$ cat src/rtl/spi_reg_pkg.sv
// Package: shared frame layout and widths for the serial register slave.
// Assumes a 16-bit frame: direction flag, 7-bit address, 8-bit data.
package spi_reg_pkg;
    localparam int FRAME_W = 16;
    localparam int ADDR_W  = 7;
    localparam int DATA_W  = 8;
    localparam int CNT_W   = $clog2(FRAME_W + 1);

    typedef struct packed {
        logic              rd;
        logic [ADDR_W-1:0] addr;
        logic [DATA_W-1:0] data;
    } frame_t;
endpackage

$ cat src/rtl/spi_pin_sync.sv
// Module: brings the three serial input pins into the system clock domain
// and derives single-cycle edge strobes for serial clock and chip select.
// Assumes each serial level is held for more than STAGES+1 system clocks.
module spi_pin_sync #(
    parameter int STAGES = 2
) (
    input  logic clk,
    input  logic rst_n,
    input  logic cs_n_i,
    input  logic sclk_i,
    input  logic mosi_i,
    output logic cs_n_s,
    output logic mosi_s,
    output logic sclk_rise,
    output logic sclk_fall,
    output logic cs_fall,
    output logic cs_rise
);
    localparam int TOP = STAGES - 1;

    logic [STAGES-1:0] cs_pipe;
    logic [STAGES-1:0] sck_pipe;
    logic [STAGES-1:0] di_pipe;
    logic              cs_prev;
    logic              sck_prev;

    // Purpose: shift each pin through its synchronizer chain, reset to idle levels.
    always_ff @(posedge clk) begin
        if (!rst_n) begin
            cs_pipe  <= '1;
            sck_pipe <= '0;
            di_pipe  <= '0;
            cs_prev  <= 1'b1;
            sck_prev <= 1'b0;
        end else begin
            cs_pipe  <= {cs_pipe[STAGES-2:0], cs_n_i};
            sck_pipe <= {sck_pipe[STAGES-2:0], sclk_i};
            di_pipe  <= {di_pipe[STAGES-2:0], mosi_i};
            cs_prev  <= cs_pipe[TOP];
            sck_prev <= sck_pipe[TOP];
        end
    end

    // Purpose: expose synchronized levels and edge strobes.
    always_comb begin
        cs_n_s    = cs_pipe[TOP];
        mosi_s    = di_pipe[TOP];
        sclk_rise = sck_pipe[TOP] & ~sck_prev;
        sclk_fall = ~sck_pipe[TOP] & sck_prev;
        cs_rise   = cs_pipe[TOP] & ~cs_prev;
        cs_fall   = ~cs_pipe[TOP] & cs_prev;
    end
endmodule

$ cat src/rtl/spi_frame_shifter.sv
// Module: 16-bit shift register with bit counting, frame commit on chip-select
// rise, read preload of the low byte, and the data-out register.
// Assumes edge strobes from spi_pin_sync; never more than one per cycle.
module spi_frame_shifter
    import spi_reg_pkg::*;
(
    input  logic              clk,
    input  logic              rst_n,
    input  logic              cs_n_s,
    input  logic              mosi_s,
    input  logic              sclk_rise,
    input  logic              sclk_fall,
    input  logic              cs_fall,
    input  logic              cs_rise,
    input  logic [DATA_W-1:0] preload_data,
    output frame_t            frame,
    output logic              frame_valid,
    output logic [CNT_W-1:0]  bit_cnt,
    output logic              miso
);
    localparam logic [CNT_W-1:0] FULL = CNT_W'(FRAME_W);

    logic [FRAME_W-1:0] shreg;
    logic [CNT_W-1:0]   cnt_q;

    // Purpose: a frame is committed only on chip-select rise after a full count.
    always_comb begin
        frame       = frame_t'(shreg);
        frame_valid = cs_rise && (cnt_q == FULL);
        bit_cnt     = cnt_q;
    end

    // Purpose: shift in data bits, count them (saturating), preload on read commit.
    always_ff @(posedge clk) begin
        if (!rst_n) begin
            shreg <= '0;
            cnt_q <= '0;
        end else if (cs_fall) begin
            cnt_q <= '0;
        end else if (sclk_rise && !cs_n_s) begin
            shreg <= {shreg[FRAME_W-2:0], mosi_s};
            cnt_q <= (cnt_q == FULL) ? FULL : cnt_q + 1'b1;
        end else if (frame_valid && frame.rd) begin
            shreg[DATA_W-1:0] <= preload_data;
        end
    end

    // Purpose: drive data out from the shift register top bit, low when deselected.
    always_ff @(posedge clk) begin
        if (!rst_n) begin
            miso <= 1'b0;
        end else if (cs_n_s) begin
            miso <= 1'b0;
        end else if (cs_fall || sclk_fall) begin
            miso <= shreg[FRAME_W-1];
        end
    end
endmodule

$ cat src/rtl/spi_reg_bank.sv
// Module: bank of 8-bit registers, address 0 and addresses >= NUM_REGS unstored.
// Assumes a single write port strobe and a combinational read port.
module spi_reg_bank
    import spi_reg_pkg::*;
#(
    parameter int NUM_REGS = 16
) (
    input  logic                       clk,
    input  logic                       rst_n,
    input  logic                       wr_en,
    input  logic [ADDR_W-1:0]          wr_addr,
    input  logic [DATA_W-1:0]          wr_data,
    input  logic [ADDR_W-1:0]          rd_addr,
    output logic [DATA_W-1:0]          rd_data,
    output logic [NUM_REGS*DATA_W-1:0] regs_o
);
    logic [DATA_W-1:0] mem [NUM_REGS];

    for (genvar i = 0; i < NUM_REGS; i++) begin : g_reg
        if (i == 0) begin : g_noop
            // Purpose: address zero is a no-op and never holds data.
            always_comb mem[i] = '0;
        end else begin : g_store
            // Purpose: hold one register, loaded on a matching write.
            always_ff @(posedge clk) begin
                if (!rst_n) begin
                    mem[i] <= '0;
                end else if (wr_en && (wr_addr == ADDR_W'(i))) begin
                    mem[i] <= wr_data;
                end
            end
        end
        assign regs_o[i*DATA_W +: DATA_W] = mem[i];
    end

    // Purpose: select read data, zero for unmapped addresses.
    always_comb begin
        rd_data = '0;
        for (int j = 0; j < NUM_REGS; j++) begin
            if (rd_addr == ADDR_W'(j)) rd_data = mem[j];
        end
    end
endmodule

$ cat src/rtl/spi_reg_slave.sv
// Module: top of the serial register-access slave. Connects the pin
// synchronizer, frame shifter and register bank.
// Assumes the serial clock is much slower than clk.
module spi_reg_slave
    import spi_reg_pkg::*;
#(
    parameter int NUM_REGS    = 16,
    parameter int SYNC_STAGES = 2
) (
    input  logic                       clk,
    input  logic                       rst_n,
    input  logic                       spi_cs_n,
    input  logic                       spi_sclk,
    input  logic                       spi_mosi,
    output logic                       spi_miso,
    output logic [NUM_REGS*DATA_W-1:0] regs_o
);
    logic              cs_n_s, mosi_s, sclk_rise, sclk_fall, cs_fall, cs_rise;
    frame_t            frame;
    logic              frame_valid;
    logic [CNT_W-1:0]  bit_cnt;
    logic [DATA_W-1:0] rd_data;
    logic              wr_en;

    spi_pin_sync #(.STAGES(SYNC_STAGES)) u_sync (
        .clk(clk), .rst_n(rst_n),
        .cs_n_i(spi_cs_n), .sclk_i(spi_sclk), .mosi_i(spi_mosi),
        .cs_n_s(cs_n_s), .mosi_s(mosi_s),
        .sclk_rise(sclk_rise), .sclk_fall(sclk_fall),
        .cs_fall(cs_fall), .cs_rise(cs_rise)
    );

    spi_frame_shifter u_shift (
        .clk(clk), .rst_n(rst_n),
        .cs_n_s(cs_n_s), .mosi_s(mosi_s),
        .sclk_rise(sclk_rise), .sclk_fall(sclk_fall),
        .cs_fall(cs_fall), .cs_rise(cs_rise),
        .preload_data(rd_data),
        .frame(frame), .frame_valid(frame_valid),
        .bit_cnt(bit_cnt), .miso(spi_miso)
    );

    // Purpose: a committed frame with a clear direction flag is a write.
    always_comb wr_en = frame_valid && !frame.rd;

    spi_reg_bank #(.NUM_REGS(NUM_REGS)) u_bank (
        .clk(clk), .rst_n(rst_n),
        .wr_en(wr_en), .wr_addr(frame.addr), .wr_data(frame.data),
        .rd_addr(frame.addr), .rd_data(rd_data),
        .regs_o(regs_o)
    );
endmodule

$ cat config.mk
export PLATFORM = sky130hd
export DESIGN_NAME = spi_reg_slave
export DESIGN_NICKNAME = d
export VERILOG_FILES = /design/src/rtl/spi_reg_pkg.sv /design/src/rtl/spi_pin_sync.sv /design/src/rtl/spi_frame_shifter.sv /design/src/rtl/spi_reg_bank.sv /design/src/rtl/spi_reg_slave.sv
export SDC_FILE = /design/constraint.sdc
export NUM_CORES = 1
export LEC_CHECK = 0
export ABC_AREA = 1
export CAP_MARGIN = 25
export CORE_MARGIN = 5
export CORE_UTILIZATION = 55
export CTS_BUF_LIST = sky130_fd_sc_hd__clkbuf_4
export CTS_CLUSTER_SIZE = 8
export DETAILED_ROUTE_END_ITERATION = 12
export DONT_BUFFER_PORTS = 1
export GPL_TIMING_DRIVEN = 1
export PLACE_DENSITY = 0.7
export SYNTH_ARGS = -nofsm -noshare
export SYNTH_HDL_FRONTEND = slang
export SYNTH_SLANG_ARGS = --single-unit
$ cat constraint.sdc
create_clock -name clk -period 2.17 [get_ports clk]
set_input_delay 0.217 -clock clk [delete_from_list [all_inputs] [get_ports clk]]
set_output_delay 0.217 -clock clk [all_outputs]
set_load 0.05 [all_outputs]
==> flow_metrics.py <==
metrics = {
    "outcome": {
        "status": "finished clean",
    },
    "floorplan": {
        "core-area_mm2": 0.0115,
        "fp.dieH_um": 119,
        "initial_utilization": 0.566,
        "dieWidth_um": 119,
        "io_pins": 134,
        "rows": 39,
        "dieArea_mm2": 0.0141,
    },
    "cts": {
        "cts_tree": "done",
        "numClockSinks": 150,
        "cts_made_buffers": 17,
        "worstSkewPairLatency_ns": 0.57,
        "clk_pin_slew_ns": 0.12,
        "cts.htree.levels": 4,
        "root_buffer": "clkbuf_4",
        "clk_path_buf_depth": 2,
    },
    "logic_synthesis": {
        "netlist_instances": 850,
        "yosys_warnings": 0,
        "seq_area_frac_synth": 0.460,
        "ys_ff_latch": 150,
        "synthFlopType": "dfxtp_1",
        "synth-async-reset-ratio": 0,
        "synthTopCellsByCount": "dfxtp_1 (150), a21oi_1 (141), nand2_1 (130)",
        "yosys-top-cells-area": "dfxtp_1 (46%), a21oi_1 (11%), o21ai_0 (8.6%)",
        "synth_cell_types": 34,
        "post-synth-top-count-cell": "dfxtp_1",
        "synth_area_leader_cell": "dfxtp_1",
        "synth-edff-count": 0,
        "syn-mean-instance-area_um2": 7.67,
        "syn_area_mm2": 0.00652,
        "synth_top_area_share": 0.460,
    },
    "drt": {
        "drc": 0,
        "via_per_inst": 5.85,
        "antenna_left": 0,
        "dr.pass1.iters": 5,
        "routedWlPerCell_um": 18.6,
        "via_count": 6421,
        "finalWirelength_um": 20400,
        "dr.first_iter.drc_count": 786,
    },
    "global_route": {
        "met3_usage": 0.0986,
        "grt_use_total": 0.278,
        "grt_use_met2": 0.411,
        "grt_max_degree": 136,
        "met1_usage": 0.379,
        "gr-max-usage-layer": "met2",
        "grt_pass1_wl_um": 31100,
        "gr-total-overflow": 0,
        "antenna_found_initial": 0,
        "grt_pass1_vias": 5575,
    },
    "final_layout": {
        "multi_input_area_mm2": 0.00299,
        "fillers": 997,
        "final_area_mm2": 0.00775,
        "seq_area_mm2": 0.00301,
        "n_antenna_cell": 0,
        "fin_nets": 949,
        "syn2layout_area_growth_pct": 18.8,
        "drive_gt1_frac": 0.225,
    },
    "critical_path": {
        "r2r_end": "u_bank.regs_o[62]",
        "crit_fanout": 8,
        "endpoint_kind": "flip-flop",
        "rrSetupSlack_ns": 0.05,
        "r2r-start": "u_shift.bit_cnt[1]",
        "crit_type": "flip-flop to flip-flop",
        "crit_required_ns": 2.60,
        "start_kind": "flip-flop",
        "arrival_ns": 2.55,
        "reg2reg_depth": 11,
    },
    "power": {
        "cellPowerDensity_mw_per_mm2": 604,
        "p_sw_mw": 1.08,
        "switching_share": 0.230,
        "pwr-share-clk": 0.386,
        "leakage_nw": 3.37,
        "p_seq_frac": 0.591,
        "ir_drop_uv": 502,
        "p_comb_frac": 0.023,
        "power.internal_mw": 3.60,
    },
    "sta": {
        "skew_ns": 0.0131,
        "slew_viol_final": 0,
        "period_needed_ns": 2.12,
        "holdWs_ns": 0.0272,
        "min_period_over_period": 0.978,
        "hold_viol": 0,
        "tightest_slew_ns": 0.740,
        "fmax_ghz": 0.471,
        "finalSetupViolCount": 0,
        "maxSlewHeadroom": 0.506,
    },
    "placed_design": {
        "io_buffers": 0,
        "gp_congestion": 0.905,
        "dpl.hpwl_um": 13900,
        "dpl-instance-area_mm2": 0.00713,
    },
    "min_path": {
        "min_to": "u_sync.di_pipe[1]",
        "hold_class": "primary input to flip-flop",
        "min_from": "rst_n",
        "holdPathStages": 3,
    },
    "run": {
        "maxCapViolCount": 0,
    },
}
metal layers:
metal | vias up | share of wire
met5 | - | 0
met3 | 42 | 0.12
met2 | 380 | 0.44
met1 | 2984 | 0.41
met4 | 0 | 0.020
li1 | 3015 | -
worst max-delay path, cell delays in order, from the launching register on:
cell	delay (ns)
dfxtp_2	0.35
inv_2	0.08
ha_4	0.13
nand4_1	0.11
or3_4	0.38
nor2_8	0.21
clkinv_8	0.09
buf_12	0.16
nor2_8	0.18
buf_4	0.14
buf_4	0.09
a21oi_1	0.05
final cells by class:
| class | instances | share of cell area |
|---|---|---|
| flip-flops and latches | 150 | 0.389 |
| multi-input cells | 578 | 0.385 |
| repair buffers | 120 | 0.125 |
| inverters | 75 | 0.0389 |
| well taps | 143 | 0.0231 |
| clock inverters | 13 | 0.0200 |
| clock buffers | 19 | 0.0184 |
worst max-delay path by stage:
stage | from | end | slack, ns | depth (start not counted)
after floorplan | u_shift.bit_cnt[0] | u_bank.regs_o[54] | 0.36 | 11
after global placement | u_shift.frame[14] | u_shift.frame[4] | 0.10 | 11
after detailed placement | u_shift.frame[14] | u_shift.frame[4] | 0.05 | 11
after CTS | u_shift.bit_cnt[0] | u_bank.regs_o[51] | 0.03 | 10
after global routing | u_shift.frame[8] | u_shift.frame[5] | -0.03 | 13
final | u_shift.bit_cnt[1] | u_bank.regs_o[62] | 0.05 | 11
placed cells by master (no fill, tap or decap), drive strengths merged:
cell,n
dlygate4sd3,5
clkinvlp,7
o21bai,1
xor2,2
ha,2
and2,1
nand3,38
bufinv,3
nor2,77
dfxtp,150
buf,115
a211oi,2
or2,7
clkinv,6
o21ai,130
conb,8
nor3,6
inv,72
a21oi,141
nand4,24
clkbuf,19
a31oi,1
nand2,137
or3,1
power by group through the flow:
stage                     logic (mW)  registers [mW]  clock network [mW]
after floorplan               0.0918            2.82                   0
after global routing           0.116            2.77                1.97
after global placement        0.0596            2.82                   0
after detailed placement      0.0606            2.82                   0
after CTS                      0.103            2.76                1.83
final                          0.109            2.76                1.81
kinds of logic after synthesis:
family	synth area share
flops	0.460
buf+inv	0.0931
xor+xnor	0.00269
other cells	0.000575
simple gates	0.227
compound gates	0.212
fa+ha+maj	0.00384
flip-flops by register name, indices dropped and copies added, names as in the netlist:
name,count
u_bank.regs_o,120
u_shift.bit_cnt,5
u_shift.frame,16
u_shift.miso,1
u_sync.cs_pipe,2
u_sync.cs_prev,1
u_sync.di_pipe,2
u_sync.sck_pipe,2
u_sync.sck_prev,1
per-stage QoR:
| stage | utilization | std cells | TNS, ns | setup WS [ns] | total power, mW |
|---|---|---|---|---|---|
| floorplan | - | 857 | 0 | 0.358 | 2.92 |
| global placement | 0.619 | 1040 | 0 | 0.102 | 2.88 |
| detailed placement | 0.619 | 1040 | 0 | 0.0529 | 2.89 |
| CTS | 0.652 | 1078 | 0 | 0.0304 | 4.69 |
| global route | 0.673 | 1098 | -0.147 | -0.0297 | 4.85 |
| finish | 0.673 | 1098 | 0 | 0.0482 | 4.68 |
what timing repair did:
item                                   4_1_cts  5_1_grt
buffers inserted                             0       20
endpoints found under the hold margin      150        0
setup endpoints to repair                    0       65
hold buffers                                 6        0
resized for setup                            0       33
(Power assumes the default switching activity.)
